### src/rtl/cim_periph_seq.sv
module cim_periph_seq #(
  parameter int ROWS  = 16,
  parameter int COLS  = 8,
  parameter int GROUP = 4,
  parameter int TW    = 16
) (
  input  logic            clk,
  input  logic            rst_n,
  input  logic            cmd_valid,
  output logic            cmd_ready,
  input  logic [1:0]      cmd_op,
  input  logic            cmd_dir,
  input  logic [TW-1:0]   cmd_eval,
  input  logic            wl_in_valid,
  output logic            wl_in_ready,
  input  logic            wl_in_bit,
  input  logic            wl_in_last,
  input  logic            col_in_valid,
  output logic            col_in_ready,
  input  logic            col_in_bit,
  input  logic            col_in_last,
  input  logic            drv_ready,
  output logic            ctl_write,
  output logic            ctl_read,
  output logic            ctl_mac,
  output logic            ctl_set,
  output logic            ctl_reset,
  output logic [COLS-1:0] col_select,
  output logic [COLS-1:0] col_macsel,
  output logic [ROWS-1:0] wl,
  output logic            eval_done,
  output logic            load_err
);
  localparam int PW  = (GROUP > 1) ? $clog2(GROUP) : 1;
  localparam int RCW = $clog2(ROWS + 2);
  localparam int CCW = $clog2(COLS + 2);
  localparam logic [1:0] OP_W = 2'b01, OP_R = 2'b10, OP_M = 2'b11;

  typedef enum logic [1:0] {S_IDLE, S_DRIVE, S_EVAL, S_DONE} st_t;

  st_t             st;
  logic [1:0]      op;
  logic            dir;
  logic [TW-1:0]   win, cnt;
  logic [PW-1:0]   phase;
  logic [ROWS-1:0] wl_sr;
  logic [COLS-1:0] col_sr;
  logic [RCW-1:0]  wl_cnt;
  logic [CCW-1:0]  col_cnt;
  logic            err;
  logic [COLS-1:0] pmask;

  wire idle   = (st == S_IDLE);
  wire active = (st == S_DRIVE) || (st == S_EVAL);
  wire wl_one  = (wl_sr != '0)  && ((wl_sr  & (wl_sr  - 1'b1)) == '0);
  wire col_one = (col_sr != '0) && ((col_sr & (col_sr - 1'b1)) == '0);
  wire win_end = (cnt == win - 1'b1);
  wire last_ph = (phase == PW'(GROUP - 1));

  assign cmd_ready    = idle;
  assign wl_in_ready  = idle;
  assign col_in_ready = idle;

  assign ctl_write = active && (op == OP_W || op == OP_M);
  assign ctl_read  = active && (op == OP_R);
  assign ctl_mac   = active && (op == OP_M);
  assign ctl_set   = active && (op == OP_W) && dir;
  assign ctl_reset = active && (op == OP_W) && !dir;

  generate
    for (genvar c = 0; c < COLS; c++) begin : g_mask
      assign pmask[c] = (PW'(c % GROUP) == phase);
    end
  endgenerate

  assign col_select = active  ? col_sr          : '0;
  assign col_macsel = ctl_mac ? (col_sr & pmask) : '0;
  assign wl         = (st == S_EVAL) ? wl_sr : '0;
  assign eval_done  = (st == S_DONE);
  assign load_err   = err;

  always_ff @(posedge clk) begin
    if (!rst_n) begin
      st      <= S_IDLE;
      op      <= 2'b00;
      dir     <= 1'b0;
      win     <= '0;
      cnt     <= '0;
      phase   <= '0;
      wl_sr   <= '0;
      col_sr  <= '0;
      wl_cnt  <= '0;
      col_cnt <= '0;
      err     <= 1'b0;
    end else begin
      case (st)
        S_IDLE: begin
          if (cmd_valid) begin
            cnt   <= '0;
            phase <= '0;
            win   <= (cmd_eval == '0) ? TW'(1) : cmd_eval;
            dir   <= cmd_dir;
            if (cmd_op == OP_W) begin
              if (wl_one && col_one) begin
                op  <= OP_W;
                st  <= S_EVAL;
                err <= 1'b0;
              end else begin
                err <= 1'b1;
              end
            end else if (cmd_op != 2'b00) begin
              op  <= cmd_op;
              st  <= S_DRIVE;
              err <= 1'b0;
            end
          end
          if (wl_in_valid) begin
            wl_sr <= {wl_in_bit, wl_sr[ROWS-1:1]};
            if (wl_in_last) begin
              wl_cnt <= '0;
              if (wl_cnt + 1'b1 != RCW'(ROWS)) err <= 1'b1;
            end else if (wl_cnt != '1) begin
              wl_cnt <= wl_cnt + 1'b1;
            end
          end
          if (col_in_valid) begin
            col_sr <= {col_in_bit, col_sr[COLS-1:1]};
            if (col_in_last) begin
              col_cnt <= '0;
              if (col_cnt + 1'b1 != CCW'(COLS)) err <= 1'b1;
            end else if (col_cnt != '1) begin
              col_cnt <= col_cnt + 1'b1;
            end
          end
        end
        S_DRIVE: begin
          if (drv_ready) begin
            st  <= S_EVAL;
            cnt <= '0;
          end
        end
        S_EVAL: begin
          if (win_end) begin
            cnt <= '0;
            if (op == OP_M && !last_ph) phase <= phase + 1'b1;
            else st <= S_DONE;
          end else begin
            cnt <= cnt + 1'b1;
          end
        end
        default: st <= S_IDLE;
      endcase
    end
  end
endmodule

### config.mk
export PLATFORM = sky130hd
export DESIGN_NAME = cim_periph_seq
export DESIGN_NICKNAME = d
export VERILOG_FILES = /design/src/rtl/cim_periph_seq.sv
export SDC_FILE = /design/constraint.sdc
export NUM_CORES = 1
export LEC_CHECK = 0
export BUFFER_PORTS_ARGS = -buffer_cell sky130_fd_sc_hd__buf_2
export CAP_MARGIN = 20
export CORE_ASPECT_RATIO = 1.4
export CORE_UTILIZATION = 55
export CTS_CLUSTER_DIAMETER = 60
export DETAILED_ROUTE_END_ITERATION = 16
export PLACE_DENSITY_LB_ADDON = 0.12
export REMOVE_ABC_BUFFERS = 1
export SLEW_MARGIN = 20
export SYNTH_ARGS = -nofsm -noshare
export SYNTH_HDL_FRONTEND = slang
export SYNTH_SLANG_ARGS = --single-unit
export TNS_END_PERCENT = 20
### constraint.sdc
create_clock -name clk -period 9.05 [get_ports clk]
set_input_delay 1.3575 -clock clk [delete_from_list [all_inputs] [get_ports clk]]
set_output_delay 1.3575 -clock clk [all_outputs]
set_load 0.01 [all_outputs]
==> results by group <==
Outcome
  – Status: completed

Synthesis
  – Synth async-reset ratio: 0%
  – EDFF count, synth: 0
  – Synth Instances: 553
  – Simple-gate area share of the yosys netlist: 32.3%
  – Xor and xnor area share after synthesis: 8.06%
  – Count of different cell masters after synthesis: 59
  – Top FF cell, synth: dfxtp_1
  – Syn Std Cell Area: 0.00435 mm^2
  – Post-synth top area share: 33.6%
  – Yosys reg bits: 73
  – Most frequent cell after synthesis: nand2_1
  – Mux contribution to synthesized area: 1.67%
  – Post-Synth Adder-Cell Area: 4.55%
  – Post-synth top cells: nand2_1 (111), dfxtp_1 (73), a21boi_0 (44), nor2_1 (36), and2_1 (30)
  – Largest family of logic cells by synthesized area: simple AND/OR/NAND/NOR gates
  – Synth Area in Compound Gates: 16.5%
  – Register area share after synthesis: 33.6%
  – Synthesized area per cell: 7.86 um^2
  – Number of warnings issued by yosys: 0
  – Post-synth top area cell: dfxtp_1
  – Area contributors post-synth: dfxtp_1 (34%), nand2_1 (9.6%), a21boi_0 (7.6%)

Timing
  – Fin crit share: 40.3%
  – RSZ-0062 raised after global routing: no
  – Fin. max-slew vios: 0
  – Hold slack: 0.496 ns
  – Endpoints failing setup: 0
  – Final min period: 3.64 ns
  – Worst Skew: 0.00583 ns
  – Rel. slew slack: 35.3%
  – Final setup TNS: 0 ns
  – Max Clk Rate: 274 MHz
  – Final Hold Vio Count: 0
  – Worst Max-Slew Pin Slew: 0.964 ns

CTS
  – Clk Latency, worst-skew pair: 0.35 ns
  – Clock Path Buffers: 2
  – CTS buffer count: 9
  – Sink Count: 73
  – CTS tree: done
  – Reg clk slew, reported paths: 0.08 ns
  – # resized after CTS: 0
  – Root Buffer: clkbuf_8
  – Htree depth: 3
  – CTS Hold Bufs: 0
  – Post-CTS setup buffers: 0

Route
  – Initial detailed-routing violation count: 168
  – WL/cell: 14.6 um
  – DRC Markers: 0
  – Routed vias/inst: 5.70
  – First drt pass iteration count: 4
  – Final ANT Viol Nets: 0
  – Vias: 4084
  – Final wirelength: 10400 um

Finish
  – Area growth syn-to-layout: 13.3%
  – Fin cells: 716
  – Nets: 655
  – N_diodes: 0
  – Fillers: 727
  – Layout cells sized above 1: 15.3%

Floorplanning
  – IO Count: 71
  – Core Rows: 38
  – Chip width: 77.2 um
  – Die height: 107 um
  – Initial core utilization: 56.5%
  – Die area: 0.00827 mm^2
  – Core area: 0.00770 mm^2

Worst setup path
  – Crit path launch type: flop
  – CP Class: flop to flop
  – CP required: 9.26 ns
  – WP data arrival: 3.85 ns
  – CP Capture Type: flop
  – Critical path fanouts, max: 14

Worst hold path
  – Worst Hold Class: flop to flop

Placed design
  – Gpl congestion: 0.930
  – Port bufs: 70
  – DP HPWL: 7560 um
  – Placed Instances: 700

Power
  – VDD IR max: 0.173 mV
  – Pleak: 1.99 nW
  – Power density cells: 198 mW/mm^2

Job
  – Max-capacitance violation count: 0

GRT
  – Largest net degree at the start of global routing: 63
  – Initial antenna violation count: 0
  – GRT Total Usage: 27.2%
  – First-pass GRT wire length: 17900 um
  – Gr ovfl total: 0
  – Vias in the first global route: 3916
[stage by stage]
stage | instance area, um^2 | power (mW) | utilization (%) | setup WS (ns)
floorplan | 4250 | 0.623 | - | 5.90
global placement | 4730 | 0.717 | 61.5 | 5.53
detailed placement | 4730 | 0.727 | 61.5 | 5.40
CTS | 4930 | 0.985 | 64.0 | 5.39
global route | 4930 | 1.04 | 64.0 | 5.14
finish | 4930 | 0.978 | 64.0 | 5.41
[report_power, final]
group          internal, mW  switching, mW
sequential            0.347         0.0356
clock                 0.134          0.126
combinational         0.122          0.214
total                 0.603          0.375
[critical path, cell delays in order (launching register included)]
cell,delay [ns]
dfxtp_1,0.36
inv_1,0.07
ha_1,0.25
or4b_1,0.57
nor4_4,0.25
mux2_2,0.38
mux2i_1,0.14
a32oi_1,0.09
o41a_1,0.49
o21ai_1,0.77
nor2_1,0.12
[worst paths after layout]
check	from	endpoint	slack, ns	cells after the start
max reg2reg	win[0]$_SDFFE_PN0P_	cnt[4]$_SDFFE_PN0P_	5.41	10
min reg2reg	dir$_SDFFE_PN0P_	dir$_SDFFE_PN0P_	0.50	2
max	win[0]$_SDFFE_PN0P_	cnt[4]$_SDFFE_PN0P_	5.41	10
min	dir$_SDFFE_PN0P_	dir$_SDFFE_PN0P_	0.50	2
[final cells by class]
| cell class | instances | area (um^2) | area share [%] |
|---|---|---|---|
| sequential | 73 | 1460 | 29.6 |
| inverter | 12 | 45.0 | 0.914 |
| tap | 100 | 125 | 2.54 |
| clock inverter | 5 | 55.1 | 1.12 |
| multi-input combinational | 444 | 2740 | 55.7 |
| timing repair buffer | 71 | 358 | 7.26 |
| clock buffer | 11 | 141 | 2.87 |
[state kept, by name (all words and copies together), names as in the netlist]
register / count
cnt: 16
win: 16
wl_sr: 16
col_sr: 8
wl_cnt: 5
col_cnt: 4
op: 2
phase: 2
st: 2
dir: 1
load_err: 1
[layer usage]
metal	vias up	global-route usage, %	routed length [um]
li1	2034	-	-
met1	1958	30.1	4360
met2	75	49.5	5510
met3	17	4.85	358
met4	0	13.3	210
met5	-	0	0
[cells by family after synthesis]
logic type                 count (synthesis)
and+or+nand+nor                          278
AOI/OAI and AO/OA                        103
DFF                                       73
xor gates and xnor gates                  40
buffers and inverters                     36
adders and majority gates                 16
muxes                                      7
[placed cells by master, fill, tap and decap left out, types with 2 or more instances in the layout]
cell type,n
xor2_1,15
xnor2_1,25
nand4_1,7
and2_1,30
a21boi_0,44
and4_1,2
a21oi_1,10
buf_2,70
nand3_1,13
a32oi_1,3
or2_2,2
or3_1,4
o31ai_1,4
mux2_2,2
a22oi_1,2
clkinvlp_4,2
nor4_1,10
a31oi_1,5
nand2_1,111
and3_1,12
ha_1,15
dfxtp_1,73
nor3b_1,2
nor3_1,14
nand2b_1,3
nor2b_1,9
and3b_1,2
clkinv_2,2
nor2_1,36
nand4b_1,2
inv_1,12
o211ai_1,2
a2111oi_0,2
clkbuf_8,10
o41ai_1,2
mux2i_1,5
nor4b_1,4
a211oi_1,2
o21ai_0,16
or4_1,7
(Power assumes the default switching activity.)
